==> config.mk <==
export PLATFORM = sky130hd
export DESIGN_NAME = plane_dbuf_regs
export DESIGN_NICKNAME = d
export VERILOG_FILES = /design/src/rtl/plane_dbuf_pkg.sv /design/src/rtl/plane_wr_decode.sv /design/src/rtl/plane_reg_slot.sv /design/src/rtl/plane_arm_fsm.sv /design/src/rtl/plane_dbuf_regs.sv
export SDC_FILE = /design/constraint.sdc
export NUM_CORES = 1
export LEC_CHECK = 0
export ABC_CLOCK_PERIOD_IN_PS = 4400
export BUFFER_PORTS_ARGS = -buffer_cell sky130_fd_sc_hd__buf_2
export CORE_AREA = 8 8 299 301
export CTS_CLUSTER_SIZE = 24
export DETAILED_ROUTE_END_ITERATION = 16
export DIE_AREA = 0 0 307 309
export GPL_TIMING_DRIVEN = 0
export PLACE_DENSITY = 0.65
export SETUP_SLACK_MARGIN = 0.1
export SLEW_MARGIN = 30
export SYNTH_ARGS = -nofsm -noshare
export SYNTH_HDL_FRONTEND = slang
export SYNTH_SLANG_ARGS = --single-unit
==> constraint.sdc <==
create_clock -name clk -period 4.4 [get_ports clk]
set_input_delay 1.1 -clock clk [delete_from_list [all_inputs] [get_ports clk]]
set_output_delay 1.1 -clock clk [all_outputs]
set_load 0.02 [all_outputs]
==> src/rtl/plane_dbuf_pkg.sv <==
package plane_dbuf_pkg;

    localparam int unsigned NUM_REGS = 13;

    typedef enum int unsigned {
        REG_CTRL    = 0,
        REG_SURF    = 1,
        REG_STRIDE  = 2,
        REG_POS     = 3,
        REG_SIZE    = 4,
        REG_TILEOFF = 5,
        REG_LINOFF  = 6,
        REG_OFFSET  = 7,
        REG_KEYLO   = 8,
        REG_KEYHI   = 9,
        REG_KEYMASK = 10,
        REG_CSC     = 11,
        REG_SCALE   = 12
    } reg_idx_e;

    typedef enum logic [1:0] {
        SLOT_IDLE  = 2'd0,
        SLOT_HELD  = 2'd1,
        SLOT_ARMED = 2'd2
    } slot_state_e;

    typedef enum logic {
        ARM_IDLE = 1'b0,
        ARM_WAIT = 1'b1
    } bank_state_e;

    // Registers whose own write is enough to arm them.
    function automatic bit is_self_arming(input int unsigned idx);
        return (idx == REG_TILEOFF) || (idx == REG_LINOFF) ||
               (idx == REG_OFFSET)  || (idx == REG_CSC);
    endfunction

endpackage

==> src/rtl/plane_wr_decode.sv <==
module plane_wr_decode
    import plane_dbuf_pkg::*;
#(
    parameter int unsigned ADDR_W = 4
) (
    input  logic                wr_en,
    input  logic [ADDR_W-1:0]   wr_addr,
    input  logic                ctrl_enabled,
    output logic [NUM_REGS-1:0] wr_hit,
    output logic [NUM_REGS-1:0] self_arm,
    output logic                bank_arm,
    output logic                arm_evt
);

    for (genvar gi = 0; gi < NUM_REGS; gi++) begin : g_dec
        assign wr_hit[gi] = wr_en && (wr_addr == ADDR_W'(gi));
        if (gi == REG_CTRL) begin : g_ctrl
            // control arms itself only on a plane that is not yet running
            assign self_arm[gi] = !ctrl_enabled;
        end else if (gi == REG_SURF) begin : g_surf
            assign self_arm[gi] = 1'b1;
        end else if (is_self_arming(gi)) begin : g_self
            assign self_arm[gi] = 1'b1;
        end else begin : g_wait
            assign self_arm[gi] = 1'b0;
        end
    end

    assign bank_arm = wr_hit[REG_SURF];
    assign arm_evt  = bank_arm || (|(wr_hit & self_arm));

endmodule

==> src/rtl/plane_reg_slot.sv <==
module plane_reg_slot
    import plane_dbuf_pkg::*;
#(
    parameter int unsigned DATA_W = 32
) (
    input  logic              clk,
    input  logic              rst_n,
    input  logic              wr_hit,
    input  logic [DATA_W-1:0] wr_data,
    input  logic              self_arm,
    input  logic              bank_arm,
    input  logic              vblank,
    output logic [DATA_W-1:0] active_o,
    output logic              armed_o
);

    slot_state_e       state_q, state_d;
    slot_state_e       after_xfer;
    logic [DATA_W-1:0] pend_q, pend_d;
    logic [DATA_W-1:0] act_q, act_d;

    // next-state process
    always_comb begin
        after_xfer = state_q;
        act_d      = act_q;
        unique case (state_q)
            SLOT_IDLE:  after_xfer = SLOT_IDLE;
            SLOT_HELD:  after_xfer = SLOT_HELD;
            SLOT_ARMED: begin
                if (vblank) begin
                    act_d      = pend_q;
                    after_xfer = SLOT_IDLE;
                end
            end
            default:    after_xfer = SLOT_IDLE;
        endcase

        state_d = after_xfer;
        pend_d  = pend_q;
        if (wr_hit) begin
            pend_d = wr_data;
            if (self_arm || after_xfer == SLOT_ARMED)
                state_d = SLOT_ARMED;
            else
                state_d = SLOT_HELD;
        end
        if (bank_arm && state_d == SLOT_HELD)
            state_d = SLOT_ARMED;
    end

    // state register process
    always_ff @(posedge clk or negedge rst_n) begin
        if (!rst_n) begin
            state_q <= SLOT_IDLE;
            pend_q  <= '0;
            act_q   <= '0;
        end else begin
            state_q <= state_d;
            pend_q  <= pend_d;
            act_q   <= act_d;
        end
    end

    // output process
    always_comb begin
        active_o = act_q;
        armed_o  = (state_q == SLOT_ARMED);
    end

endmodule

==> src/rtl/plane_arm_fsm.sv <==
module plane_arm_fsm
    import plane_dbuf_pkg::*;
(
    input  logic clk,
    input  logic rst_n,
    input  logic arm_evt,
    input  logic vblank,
    output logic pending
);

    bank_state_e state_q, state_d;

    always_comb begin
        state_d = state_q;
        unique case (state_q)
            ARM_IDLE: if (arm_evt) state_d = ARM_WAIT;
            ARM_WAIT: if (vblank && !arm_evt) state_d = ARM_IDLE;
            default:  state_d = ARM_IDLE;
        endcase
    end

    always_ff @(posedge clk or negedge rst_n) begin
        if (!rst_n) state_q <= ARM_IDLE;
        else        state_q <= state_d;
    end

    always_comb pending = (state_q == ARM_WAIT);

endmodule

==> src/rtl/plane_dbuf_regs.sv <==
module plane_dbuf_regs
    import plane_dbuf_pkg::*;
#(
    parameter int unsigned DATA_W = 32,
    parameter int unsigned ADDR_W = 4,
    parameter int unsigned EN_BIT = DATA_W - 1
) (
    input  logic                clk,
    input  logic                rst_n,
    input  logic                wr_en,
    input  logic [ADDR_W-1:0]   wr_addr,
    input  logic [DATA_W-1:0]   wr_data,
    input  logic                vblank,
    input  logic [ADDR_W-1:0]   rd_addr,
    output logic [DATA_W-1:0]   rd_data,
    output logic [DATA_W-1:0]   act_ctrl,
    output logic [DATA_W-1:0]   act_surf,
    output logic [DATA_W-1:0]   act_stride,
    output logic [DATA_W-1:0]   act_pos,
    output logic [DATA_W-1:0]   act_size,
    output logic [DATA_W-1:0]   act_tileoff,
    output logic [DATA_W-1:0]   act_linoff,
    output logic [DATA_W-1:0]   act_offset,
    output logic [DATA_W-1:0]   act_key_lo,
    output logic [DATA_W-1:0]   act_key_hi,
    output logic [DATA_W-1:0]   act_key_mask,
    output logic [DATA_W-1:0]   act_csc,
    output logic [DATA_W-1:0]   act_scale,
    output logic                plane_on,
    output logic [DATA_W/2-1:0] disp_x,
    output logic [DATA_W/2-1:0] disp_y,
    output logic [DATA_W/2:0]   disp_w,
    output logic [DATA_W/2:0]   disp_h,
    output logic                upd_pending
);

    localparam int unsigned HALF = DATA_W / 2;

    logic [NUM_REGS-1:0] wr_hit;
    logic [NUM_REGS-1:0] self_arm;
    logic [NUM_REGS-1:0] armed_vec;
    logic                bank_arm;
    logic                arm_evt;
    logic [DATA_W-1:0]   act_q [NUM_REGS];

    plane_wr_decode #(.ADDR_W(ADDR_W)) u_dec (
        .wr_en        (wr_en),
        .wr_addr      (wr_addr),
        .ctrl_enabled (act_q[REG_CTRL][EN_BIT]),
        .wr_hit       (wr_hit),
        .self_arm     (self_arm),
        .bank_arm     (bank_arm),
        .arm_evt      (arm_evt)
    );

    for (genvar gi = 0; gi < NUM_REGS; gi++) begin : g_slot
        plane_reg_slot #(.DATA_W(DATA_W)) u_slot (
            .clk      (clk),
            .rst_n    (rst_n),
            .wr_hit   (wr_hit[gi]),
            .wr_data  (wr_data),
            .self_arm (self_arm[gi]),
            .bank_arm (bank_arm),
            .vblank   (vblank),
            .active_o (act_q[gi]),
            .armed_o  (armed_vec[gi])
        );
    end

    plane_arm_fsm u_fsm (
        .clk     (clk),
        .rst_n   (rst_n),
        .arm_evt (arm_evt),
        .vblank  (vblank),
        .pending (upd_pending)
    );

    always_comb begin
        rd_data = '0;
        for (int i = 0; i < NUM_REGS; i++)
            if (rd_addr == ADDR_W'(i)) rd_data = act_q[i];
    end

    assign act_ctrl     = act_q[REG_CTRL];
    assign act_surf     = act_q[REG_SURF];
    assign act_stride   = act_q[REG_STRIDE];
    assign act_pos      = act_q[REG_POS];
    assign act_size     = act_q[REG_SIZE];
    assign act_tileoff  = act_q[REG_TILEOFF];
    assign act_linoff   = act_q[REG_LINOFF];
    assign act_offset   = act_q[REG_OFFSET];
    assign act_key_lo   = act_q[REG_KEYLO];
    assign act_key_hi   = act_q[REG_KEYHI];
    assign act_key_mask = act_q[REG_KEYMASK];
    assign act_csc      = act_q[REG_CSC];
    assign act_scale    = act_q[REG_SCALE];

    assign plane_on = act_q[REG_CTRL][EN_BIT];
    assign disp_x   = act_q[REG_POS][HALF-1:0];
    assign disp_y   = act_q[REG_POS][DATA_W-1:HALF];
    assign disp_w   = {1'b0, act_q[REG_SIZE][HALF-1:0]} + 1'b1;
    assign disp_h   = {1'b0, act_q[REG_SIZE][DATA_W-1:HALF]} + 1'b1;

endmodule

# == Word level (Yosys, flattened, before mapping) ==
# Index checks and enable logic that the tools add are counted.
# word_totals
regBits,859
inputBits,44
output_inout_bits,516
word_cells,238
# classes
addsub,2
n_eq_ne,71
n_mux,76
bitwise,2
reduce_logical,47
# ops
cell,n
32-bit two-way mux,13
2-bit two-way mux,47
2-bit by 1-bit == test with 1-bit output (second input constant),26
2-bit case mux with 2 select lines,13
2-bit == test (second input constant),21
4-bit == test (second input constant),10
16-bit by 1-bit adder with 17-bit output (second input constant),2
4-bit by 3-bit == test with 1-bit output (second input constant),8
1-bit logical AND,27
2-bit AND reduction,13
4-bit by 2-bit == test with 1-bit output (second input constant),4
13-bit by 12-bit bitwise AND with 13-bit output,1
13-bit OR reduction,1
4-bit by 1-bit == test with 1-bit output (second input constant),2
4-bit zero test,2
1-bit zero test,2
1-bit logical OR,2
1-bit two-way mux,2
1-bit case mux with 2 select lines,1
1-bit NOT,1

# == Longest topological paths before layout ==
# Gate-level depths: netlist of run 1.
# logic_depth
word_depth,14
ltp_mapped,8
mapped_depth_nobuf,6

# == Modules after synthesis ==
# From an unflattened synthesis of run 1, not the netlist that was laid out.
# unflattened
cells_unflattened,2708
area_unflattened_um2,40349.9
# by_module_without_submodules
module,n_inst,cells_per_inst,area_per_inst_um2,seq_area_each_um2
plane_reg_slot,13,152,2700.1,1651.6
plane_dbuf_regs,1,684,4948.5,0.0
plane_wr_decode,1,45,264.0,0.0
plane_arm_fsm,1,3,36.3,25.0

# == Least setup slack after synthesis of run 1 ==
# Ideal clock, no wire load.
# synth_path
path_type,input -> output
startpoint,in rd_addr[1]
endpoint,out rd_data[11]
t_arrival_ns,2.764
t_required_ns,3.300
path_slack_ns,0.536
cell_stages,6
path_buffers,2
cell_sequence,buf_2 clkbuf_1 or3_1 o22ai_1 o21bai_1 a221oi_1
# synth_via
elab_chain_cells,14
word_cells_on_any_way,26
cone_classes,eq/ne (12); mux (13); reduce/logical (1)
# synth_lines
element,line,rtl
"start, declared",plane_dbuf_regs.sv:14,"input logic [ADDR_W-1:0] rd_addr,"
4-bit zero test,plane_dbuf_regs.sv:81,if (rd_addr == ADDR_W'(i)) rd_data = act_q[i];
32-bit two-way mux (12 in series),plane_dbuf_regs.sv:81,
32-bit two-way mux *,plane_dbuf_regs.sv:81,
"end, declared",plane_dbuf_regs.sv:15,"output logic [DATA_W-1:0] rd_data,"
# Mark *: on every way between the ends. The rest lies on a longest branch, timed or not.

# == Final worst setup path of run 1 ==
# layout_path
startpoint,in rd_addr[0]
endpoint,out rd_data[17]
# The elaborated chain is that of the path after synthesis.

==> qor.csv, run 1 <==
stage,metric,value,unit
setup_path,worst path buffer plus inverter count,5,
synth,Simple-Gate Fraction of Synth Area,5.89,%
synth,"Top FF cell, synth",dfrtp_1,
global_route,met2 Use GR,46.9,%
detailed_routing,first drt pass iteration count,5,
detailed_routing,DRT antenna net count,0,
sta,Hold Fails Final Rpt,0,
sta,Rel. slew slack,32.4,%
setup_path,critical path launch point,rd_addr[0],
global_route,initial antenna violation count,4,
finish,Fillers,7442,
pwr,VDD IR max,0.000346,V
global_route,vias in the first global route,26893,
setup_path,"CP delay by family, top",buffers and inverters,
clocking,H-tree Lvls,3,
setup_path,worst path cell trace,buf_4 -> buf_12 -> buf_6 -> nand4bb_1 -> clkbuf_4 -> o22ai_1 -> a21oi_2 -> buf_2,
detailed_routing,final wirelength,139000,um
sta,Fin Hold WS,325,ps
clocking,Skew-Pair Late Insertion Delay,650,ps
pwr,Pwr Density,473,mW/mm^2
setup_path,Worst Setup Start Kind,input port,
sta,actual slew at the worst max-slew pin,1010,ps
setup_path,worst r2r dst,g_slot[2].u_slot.active_o[10]$_DFFE_PN0P_,
setup_path,crit path capture type,primary output,
sta,unrepaired setup endpoints after global routing,yes,
place,DP HPWL,106000,um
finish,synth-to-layout area growth,21.3,%
finish,share of cells above drive strength 1,47.2,%
synth,Adder-Cell Fraction of Synth Area,0.929,%
synth,largest family of logic cells by synthesized area,multiplexers,
detailed_routing,final routed DRC violation total,0,
run_status,outcome,finished clean,
sta,Max Slew Vio Count,0,
finish,# nets final,3569,
detailed_routing,DR vias/cell,5.65,
sta,Final Cycle Share,99.0,%
setup_path,critical path endpoint,rd_data[17],
sta,Clock Skew,24.3,ps
clocking,clk sinks,859,
synth,post-synth cell types,68,
sta,Tmin final,4360,ps
synth,Synth top area share,57.0,%
clocking,Num CTS Buffers,94,
flow_run,maxcap violations,0,
synth,Synth Cell Area,0.0377,sq mm
floorplanning,Core Area,0.0846,sq mm
global_route,global routing's busiest layer,met2,
place,Post-DP Area,0.0422,sq mm
synth,async set-reset flop share out of synthesis,100,%
synth,Synth area leader,dfrtp_1,
setup_path,Worst EP arrival,3260,ps
finish,post-layout instance area,0.0458,sq mm
synth,Synth Area in XOR/XNOR,0.650,%
setup_path,Worst Path Required,3300,ps
synth,synthesized area per cell,13.3,sq um
detailed_routing,routed length per instance,29.4,um
synth,register bit total from synthesis,859,
floorplanning,die area,0.0949,sq mm
global_route,first-pass GRT wire length,196000,um
setup_path,worst reg2reg path depth,5,
global_route,GRT Util Overall,28.4,%
synth,register area share after synthesis,57.0,%
synth,Syn Inst Count,2838,
floorplanning,Die X,307,um
clocking,CTS Hold Bufs,0,
synth,multiplexer share of the synthesized area,26.7,%
place,count of buffers from port buffering,555,
clocking,CTS tree,built,
global_route,met1 Usage GRT,36.0,%
setup_path,Levels on crit path,8,
sta,Final Setup Violations,0,
setup_path,flop-to-flop setup slack,2120,ps
detailed_routing,Iteration-0 DRC Markers,2084,
hold_path,Hold Path Class,input port to asynchronous set/reset pin,
synth,Synth Warn #,0,
synth,Synth Area in Compound Gates,5.38,%
floorplanning,num rows,107,
setup_path,RR Startpoint,g_slot[2].u_slot.state_q[0]$_DFF_PN0_,
synth,Mapped Nets,2910,
setup_path,CP peak stage delay,420,ps
pwr,Leak Pwr,0.0231,uW
clocking,clock root cell,clkbuf_16,
place,Placer Congestion,0.901,
synth,"top cells by area, synth","dfrtp_1, mux2_2, nand2_1",
global_route,pin count of the biggest net entering global routing,122,
floorplanning,Starting Density,44.6,%
detailed_routing,total number of vias,26628,
floorplanning,die height,309,um
clocking,CTS Buffer Depth,3,
synth,"EDFF count, synth",0,
setup_path,CP max-delay cell,nand4bb_1,
setup_path,"Max FO, Critical Path",10,
global_route,met3 usage,8.14,%
floorplanning,# IOs,560,
clocking,Clock Pin Slew Worst Setup and Hold Paths,60,ps
setup_path,critical path class,input port to primary output,
global_route,Overflow after GRT,0,
sta,Max Fclk,0.230,GHz
[power breakdown]
group,switching [uW],internal [uW]
logic,1890,1450
clock network,3350,5020
registers,765,9150
[cell families (layout without fill, tap and decap cells)]
kind of cell | after synthesis | count (layout)
AOI/OAI and AO/OA | 317 | 317
DFF | 859 | 859
muxes | 870 | 870
buffers and inverters | 283 | 1016
and+or+nand+nor | 453 | 453
other | 0 | 2
xor gates and xnor gates | 28 | 28
adders and majority gates | 28 | 28
[layout make-up]
class	instances	area (sq um)	area share (%)
repair buffers	564	3030	6.62
clock buffers	127	2670	5.83
plain buffers	236	1320	2.89
well taps	1144	1430	3.13
clock inverters	43	592	1.29
multi-input cells	1696	15000	32.9
inverters	46	178	0.388
diodes	2	5.00	0.0109
flip-flops and latches	859	21500	47.0
[state kept, by name, summed over array words and instances, names as in the netlist]
register and flops:
g_slot.u_slot.active_o 416, g_slot.u_slot.pend_q 416, g_slot.u_slot.state_q 26, u_fsm.pending 1
[repair_timing]
action / CTS / global route
buffers inserted: 1 / 0
setup endpoints to repair: 32 / 21
cloned: 0 / 0
pin swaps: 3 / 2
resized for setup: 99 / 28
[how the worst min path moves through the flow]
stage | end | startpoint | slack [ps] | cells past startpoint
after global routing | g_slot[3].u_slot.active_o[29]$_DFFE_PN0P_ | rst_n | 330 | 1
after CTS | g_slot[0].u_slot.active_o[25]$_DFFE_PN0P_ | rst_n | 310 | 1
after global placement | g_slot[1].u_slot.pend_q[7]$_DFFE_PN0P_ | g_slot[1].u_slot.pend_q[7]$_DFFE_PN0P_ | 450 | 2
after floorplan | g_slot[1].u_slot.pend_q[22]$_DFFE_PN0P_ | g_slot[1].u_slot.pend_q[22]$_DFFE_PN0P_ | 440 | 2
final | g_slot[3].u_slot.active_o[29]$_DFFE_PN0P_ | rst_n | 320 | 1
after detailed placement | g_slot[1].u_slot.pend_q[9]$_DFFE_PN0P_ | g_slot[1].u_slot.pend_q[9]$_DFFE_PN0P_ | 460 | 2
[layout by cell type (no fill, tap or decap), drive strengths merged, types with 8 or more instances in the layout]
master    synthesis  final
dfrtp           859    859
mux2            780    780
buf             138    703
nand2           236    236
clkbuf           99    224
o21ai            90     90
a21oi            81     81
mux2i            67     67
inv              45     48
nor2             42     42
o22ai            39     39
nand2b           35     35
nand3b           31     31
ha               28     28
a221o            26     26
a32oi            26     26
and2             24     24
mux4             23     23
xnor2            22     22
clkinv            1     20
nor3             18     18
bufinv            0     13
nand3            12     12
nand4            10     10
clkinvlp          0      8
[synth_stat cells, types with 26 or more instances]
cell / number
a221o_1: 26
a21oi_1: 81
buf_2: 55
mux2_4: 28
buf_4: 38
buf_1: 41
dfrtp_1: 859
o22ai_1: 39
a32oi_1: 26
inv_1: 45
nor2_1: 41
clkbuf_1: 98
ha_1: 28
nand2b_1: 35
nand2_1: 236
mux2_2: 752
o21ai_0: 90
nand3b_1: 31
mux2i_1: 67
[metal layers]
layer | up-vias | routed length (um)
met2 | 1035 | 66200
met1 | 13980 | 56100
li1 | 11402 | -
met4 | 2 | 4990
met5 | - | 9
met3 | 209 | 11700
[through the flow]
stage	worst slack, ps	utilization (%)	TNS (ps)	cells	power [uW]
floorplan	536	-	0	2838	11800
global placement	-16570	49.6	-	4537	13300
detailed placement	-1150	49.9	-25050	4545	13400
CTS	38.7	54.0	0	4715	21800
global route	73.1	54.1	0	4715	22400
finish	43.1	54.1	0	4717	21600
(Power assumes the default switching activity.)
==> run 2: changes to the inputs <==
--- a/config.mk
+++ b/config.mk
@@ -8,6 +8,7 @@
 export ABC_CLOCK_PERIOD_IN_PS = 4400
 export BUFFER_PORTS_ARGS = -buffer_cell sky130_fd_sc_hd__buf_2
 export CORE_AREA = 8 8 299 301
+export CTS_BUF_LIST = sky130_fd_sc_hd__clkbuf_8
 export CTS_CLUSTER_SIZE = 24
 export DETAILED_ROUTE_END_ITERATION = 16
 export DIE_AREA = 0 0 307 309
==> qor.csv, run 2 (synthesis gave the netlist of run 1 again) <==
stage,metric,value,unit,change
finish,final core occ,53.8,%,-0.30 points
detailed_routing,routed length per instance,29.0,um,-1.6%
setup_path,Worst EP arrival,3270,ps,about the same
floorplanning,die height,309,um,unchanged
clocking,H-tree Lvls,4,,+1
sta,Tmin final,4370,ps,+8.56 ps
floorplanning,num rows,107,,unchanged
sta,Max Fclk,0.229,GHz,-0.20%
setup_path,Worst Path Required,3300,ps,about the same
sta,setup tns final,0,ps,unchanged
setup_path,RR Startpoint,g_slot[2].u_slot.state_q[0]$_DFF_PN0_,,
finish,share of cells above drive strength 1,47.6,%,+0.41 points
detailed_routing,final routed DRC violation total,0,,unchanged
place,count of buffers from port buffering,555,,unchanged
floorplanning,Die X,307,um,unchanged
finish,Non-Filler Instances,4811,,+2.0%
detailed_routing,total number of vias,26767,,+0.52%
detailed_routing,final wirelength,139000,um,+0.36%
setup_path,worst path cell trace,buf_4 -> buf_8 -> buf_6 -> buf_4 -> mux2i_1 -> o21ai_0 -> a21oi_1 -> a21oi_2 -> buf_2,,
pwr,VDD IR max,0.000256,V,-26%
floorplanning,die area,0.0949,sq mm,unchanged
setup_path,crit-path most repeated cell,buf_4,,
pwr,Leak Pwr,0.0233,uW,+0.67%
hold_path,Hold Path Class,input port to asynchronous set/reset pin,,
setup_path,critical path class,input port to primary output,,
global_route,pin count of the biggest net entering global routing,122,,unchanged
sta,Max Slew Vio Count,0,,unchanged
detailed_routing,first drt pass iteration count,5,,unchanged
pwr,total design power,20600,uW,-4.7%
place,DP HPWL,106000,um,unchanged
floorplanning,# IOs,560,,unchanged
clocking,clock root cell,clkbuf_8,,
floorplanning,Core Area,0.0846,sq mm,unchanged
clocking,Post-CTS Repair Setup Buffers,0,,-1
run_status,outcome,finished clean,,
sta,Rel. slew slack,31.6,%,-0.77 points
global_route,Overflow after GRT,0,,unchanged
detailed_routing,DR vias/cell,5.56,,-1.4%
floorplanning,Starting Density,44.6,%,unchanged
pwr,Pwr Density,453,mW/mm^2,-4.1%
setup_path,flop-to-flop setup slack,2120,ps,about the same
setup_path,CP max-delay cell,a21oi_2,,
finish,Fillers,7536,,+1.3%
global_route,vias in the first global route,27344,,+1.7%
finish,Reg area,0.0215,sq mm,unchanged
place,placed insts,4545,,unchanged
setup_path,crit path capture type,primary output,,
detailed_routing,Iteration-0 DRC Markers,2115,,+1.5%
clocking,CTS Hold Bufs,0,,unchanged
global_route,GRT Util Overall,28.7,%,+0.26 points
global_route,first-pass GRT wire length,197000,um,+0.43%
sta,Clock Skew,32.3,ps,+8.04 ps
clocking,Num CTS Buffers,149,,+59%
clocking,clk sinks,859,,unchanged
sta,Hold Fails Final Rpt,0,,unchanged
clocking,CTS Buffer Depth,3,,unchanged
sta,Fin Hold WS,184,ps,-140 ps
setup_path,CP peak stage delay,340,ps,-80 ps
setup_path,worst r2r dst,g_slot[2].u_slot.active_o[10]$_DFFE_PN0P_,,
setup_path,worst reg2reg path depth,5,,unchanged
clocking,Skew-Pair Late Insertion Delay,790,ps,+140 ps
finish,most frequent cells in the layout,"dfrtp_1, mux2_2, buf_2",,
setup_path,"Max FO, Critical Path",10,,unchanged
finish,synth-to-layout area growth,20.6,%,
finish,multi-input logic area,0.0151,sq mm,about the same
finish,# nets final,3623,,+1.5%
clocking,Clock Pin Slew Worst Setup and Hold Paths,60,ps,about the same
setup_path,Worst Setup Start Kind,input port,,
flow_run,maxcap violations,0,,unchanged
sta,Final Setup Violations,0,,unchanged
place,Placer Congestion,0.901,,unchanged
clocking,CTS tree,built,,
global_route,initial antenna violation count,6,,+2
sta,actual slew at the worst max-slew pin,1020,ps,+11.5 ps
finish,"most common cell after layout, fill and taps aside",dfrtp_1,,
detailed_routing,DRT antenna net count,0,,unchanged
sta,unrepaired setup endpoints after global routing,yes,,
sta,Final Cycle Share,99.2,%,+0.19 points
## run 2: worst max path at each step
stage          startpoint                                endpoint  slack [ps]  cells past startpoint
5_1_grt        rd_addr[0]                             rd_data[17]          40                      9
4_1_cts        rd_addr[0]                             rd_data[17]          40                      9
3_3_place_gp        rst_n  g_slot[7].u_slot.pend_q[7]$_DFFE_PN0P_      -16570                      1
6_report       rd_addr[0]                             rd_data[17]          30                      9
3_5_place_dp   rd_addr[1]                             rd_data[17]       -1150                      8
2_1_floorplan  rd_addr[1]                             rd_data[11]         540                      6
## run 2: stage by stage
| step | cell area, sq um | worst slack, ps |
|---|---|---|
| after floorplan | 37700 | 536 |
| after global placement | 41900 | -16570 |
| after detailed placement | 42200 | -1150 |
| after CTS | 45500 | 38.8 |
| after global routing | 45500 | 39.3 |
| final | 45500 | 34.6 |
## run 2: area by class of cell
class | instances | area share (%)
multi-input cells | 1696 | 33.1
clock buffers | 188 | 5.69
flip-flops and latches | 859 | 47.2
diodes | 3 | 0.0165
well taps | 1144 | 3.15
inverters | 46 | 0.390
plain buffers | 236 | 2.89
clock inverters | 76 | 0.929
repair buffers | 563 | 6.64
## run 2: timing repair
item	in CTS	in global routing
cloned	0	0
resized for setup	98	25
pin swaps	3	0
setup endpoints to repair	32	22
## run 2: power by group
part	internal, uW	switching, uW	leakage [uW]
Clock	4010	3350	0.00174
Sequential	9150	765	0.0112
Combinational	1450	1900	0.0103
## run 2: worst max-delay path: cells and delay by family
family / cells / cell delay [ps]
buffers and inverters: 5 / 1150
muxes: 1 / 150
AOI/OAI and AO/OA: 3 / 830
## run 2: routing by layer
layer  wire length (um)  global-route usage, %
met2              66400                   46.7
met5                  9                      0
met3              11100                   8.66
met1              56900                   36.2
met4               4930                   10.8
==> run 3: changes to the inputs <==
--- a/config.mk
+++ b/config.mk
@@ -7,15 +7,15 @@
 export LEC_CHECK = 0
 export ABC_CLOCK_PERIOD_IN_PS = 4400
 export BUFFER_PORTS_ARGS = -buffer_cell sky130_fd_sc_hd__buf_2
-export CORE_AREA = 8 8 299 301
+export CORE_AREA = 8 8 309 311
 export CTS_BUF_LIST = sky130_fd_sc_hd__clkbuf_8
 export CTS_CLUSTER_SIZE = 24
 export DETAILED_ROUTE_END_ITERATION = 16
-export DIE_AREA = 0 0 307 309
+export DIE_AREA = 0 0 317 319
 export GPL_TIMING_DRIVEN = 0
-export PLACE_DENSITY = 0.65
 export SETUP_SLACK_MARGIN = 0.1
 export SLEW_MARGIN = 30
 export SYNTH_ARGS = -nofsm -noshare
 export SYNTH_HDL_FRONTEND = slang
+export SYNTH_HIERARCHICAL = 1
 export SYNTH_SLANG_ARGS = --single-unit
==> qor.csv, run 3 <==
stage,metric,value,unit,change
flow_run,maxcap violations,0,,unchanged
clocking,clock root cell,clkbuf_8,,
setup_path,critical path class,input port to primary output,,
floorplanning,Core Area,0.0907,sq mm,+7.2%
floorplanning,Starting Density,44.5,%,-0.094 points
global_route,Overflow after GRT,0,,unchanged
synth,Post-synth top cells,"dfrtp_1, mux2_2, mux2_4, nand2_1, nor2_1",,
sta,Final Setup Violations,0,,unchanged
synth,Synth top area share,53.3,%,-3.7 points
global_route,pin count of the biggest net entering global routing,126,,+3.3%
sta,unrepaired setup endpoints after global routing,yes,,
detailed_routing,final routed DRC violation total,0,,unchanged
setup_path,flop-to-flop setup slack,2880,ps,+760 ps
finish,Fillers,7684,,+2.0%
run_status,outcome,finished clean,,
finish,multi-input logic area,0.0168,sq mm,+12%
floorplanning,die height,319,um,+3.2%
setup_path,Worst Setup Start Kind,input port,,
global_route,initial antenna violation count,9,,+3
setup_path,"Max FO, Critical Path",10,,unchanged
synth,"EDFF count, synth",0,,unchanged
synth,register bit total from synthesis,859,,unchanged
finish,most frequent cells in the layout,"dfrtp_1, buf_2, mux2_2",,
floorplanning,# IOs,560,,unchanged
pwr,VDD IR max,0.000277,V,+8.1%
detailed_routing,routed length per instance,31.9,um,+10%
finish,# nets final,3517,,-2.9%
sta,Max Fclk,0.229,GHz,+0.11%
pwr,total design power,22600,uW,+9.6%
setup_path,worst r2r dst,g_slot[11].u_slot/active_o[26]$_DFFE_PN0P_,,
place,Placer Congestion,0.905,,+0.51%
clocking,clk sinks,859,,unchanged
floorplanning,num rows,111,,+3.7%
floorplanning,Die X,317,um,+3.3%
pwr,Leak Pwr,0.0249,uW,+7.0%
sta,actual slew at the worst max-slew pin,1040,ps,+19.8 ps
finish,post-layout instance area,0.0483,sq mm,+6.1%
setup_path,Worst Path Required,3300,ps,about the same
finish,share of cells above drive strength 1,54.8,%,+7.1 points
synth,"Top FF cell, synth",dfrtp_1,,
clocking,Clock Pin Slew Worst Setup and Hold Paths,60,ps,about the same
synth,Synth area leader,dfrtp_1,,
setup_path,crit path capture type,primary output,,
clocking,Num CTS Buffers,153,,+2.7%
sta,Max Slew Vio Count,0,,unchanged
place,Post-DP Area,0.0449,sq mm,+6.5%
finish,Reg area,0.0215,sq mm,unchanged
finish,synth-to-layout area growth,19.6,%,
clocking,H-tree Lvls,4,,unchanged
global_route,vias in the first global route,28183,,+3.1%
sta,Clock Skew,40.4,ps,+8.03 ps
sta,Rel. slew slack,30.6,%,-1.1 points
setup_path,worst reg2reg path depth,5,,unchanged
pwr,Pwr Density,468,mW/mm^2,+3.3%
synth,post-synth cell types,74,,+8.8%
setup_path,RR Startpoint,g_slot[11].u_slot/state_q[0]$_DFF_PN0_,,
clocking,Skew-Pair Late Insertion Delay,830,ps,+40 ps
sta,Tmin final,4360,ps,-4.80 ps
detailed_routing,final wirelength,151000,um,+8.7%
floorplanning,die area,0.101,sq mm,+6.6%
sta,Final Cycle Share,99.1,%,-0.11 points
synth,top-count cell post-synth,dfrtp_1,,
synth,Synth Warn #,6,,+6
synth,register area share after synthesis,53.3,%,-3.7 points
synth,async set-reset flop share out of synthesis,100,%,unchanged
detailed_routing,DRT antenna net count,0,,unchanged
detailed_routing,DR vias/cell,5.68,,+2.1%
detailed_routing,Iteration-0 DRC Markers,2382,,+13%
synth,Syn Inst Count,2708,,-4.6%
setup_path,Worst EP arrival,3260,ps,about the same
global_route,GRT Util Overall,29.3,%,+0.58 points
detailed_routing,total number of vias,26938,,+0.64%
synth,synthesized area per cell,14.9,sq um,+12%
place,DP HPWL,111000,um,+4.4%
detailed_routing,first drt pass iteration count,5,,unchanged
clocking,CTS Buffer Depth,3,,unchanged
hold_path,Hold Path Class,input port to asynchronous set/reset pin,,
synth,"top cells by area, synth","dfrtp_1, mux2_4, mux2_2",,
clocking,CTS Hold Bufs,0,,unchanged
global_route,first-pass GRT wire length,212000,um,+7.7%
synth,Synth Cell Area,0.0403,sq mm,+7.0%
clocking,CTS tree,built,,
sta,Hold Fails Final Rpt,0,,unchanged
place,count of buffers from port buffering,556,,+0.18%
finish,"most common cell after layout, fill and taps aside",dfrtp_1,,
-- run 3: cell count changes after synthesis, moves of 52 or more --
cell      previous run  this run
mux2_4              28       390
mux2_2             752       466
nand2_1            236        80
clkbuf_1            98        24
buf_6                4        59
mux2i_1             67        15
-- run 3: worst max-delay path by stage --
stage / from / to / slack (ps) / depth (start not counted)
after floorplan: wr_en / g_slot[1].u_slot/pend_q[0]$_DFFE_PN0P_ / 630 / 7
after global placement: rst_n / g_slot[8].u_slot/pend_q[14]$_DFFE_PN0P_ / -15680 / 1
after detailed placement: rd_addr[1] / rd_data[18] / -540 / 7
after CTS: rd_addr[0] / rd_data[12] / 110 / 9
after global routing: rd_addr[1] / rd_data[24] / 90 / 8
final: rd_addr[1] / rd_data[15] / 40 / 7
-- run 3: cells by family after synthesis --
family / Yosys count / share of synthesized area [%]
fa+ha+maj: 28 / 0.868
compound gates: 325 / 5.54
simple gates: 319 / 4.71
xor+xnor: 28 / 0.608
other cells: 2 / 0.0186
flops: 859 / 53.3
buf+inv: 250 / 5.65
mux: 897 / 29.3
-- run 3: timing repair --
item | CTS | global route
endpoints found under the setup margin | 31 | 22
gates resized for setup | 60 | 23
pin swaps | 4 | 2
gates cloned | 0 | 0
buffers inserted | 0 | 5
-- run 3: through the flow --
stage | instances | hold WS [ps] | TNS (ps) | util (%) | setup WS (ps)
2_1_floorplan | 2718 | 477 | 0 | - | 632
3_3_place_gp | 4460 | 467 | - | 49.2 | -15680
3_5_place_dp | 4471 | 465 | -7310 | 49.6 | -542
4_1_cts | 4728 | 301 | 0 | 53.1 | 106
5_1_grt | 4738 | 331 | 0 | 53.2 | 93.8
6_report | 4741 | 309 | 0 | 53.2 | 39.4
-- run 3: layer usage --
layer / part of all wire (%) / routed length [um] / GRT usage [%]
met1: 40 / 61300 / 36.9
met2: 47 / 71600 / 47.1
met3: 8.9 / 13400 / 9.53
met4: 3.3 / 5020 / 10.4
met5: 0.031 / 47 / 0
-- run 3: final cells by class --
type / instances / area share [%]
antenna: 8 / 0.0415
buffer: 210 / 4.62
tap: 1186 / 3.07
inverter: 40 / 0.311
sequential: 859 / 44.5
clock buffer: 197 / 5.62
multi-input combinational: 1609 / 34.8
timing repair buffer: 572 / 6.44
clock inverter: 60 / 0.563
-- run 3: report_power, final --
group | leakage (uW) | switching (uW) | internal, uW
Combinational | 0.0121 | 2540 | 2230
Sequential | 0.0111 | 1140 | 9350
Clock | 0.00170 | 3360 | 3980
-- run 3: critical path, cell delays in order --
cell,delay (ps)
buf_2,170
buf_4,220
buf_4,340
mux4_2,420
a221oi_2,580
o22ai_1,210
buf_2,200
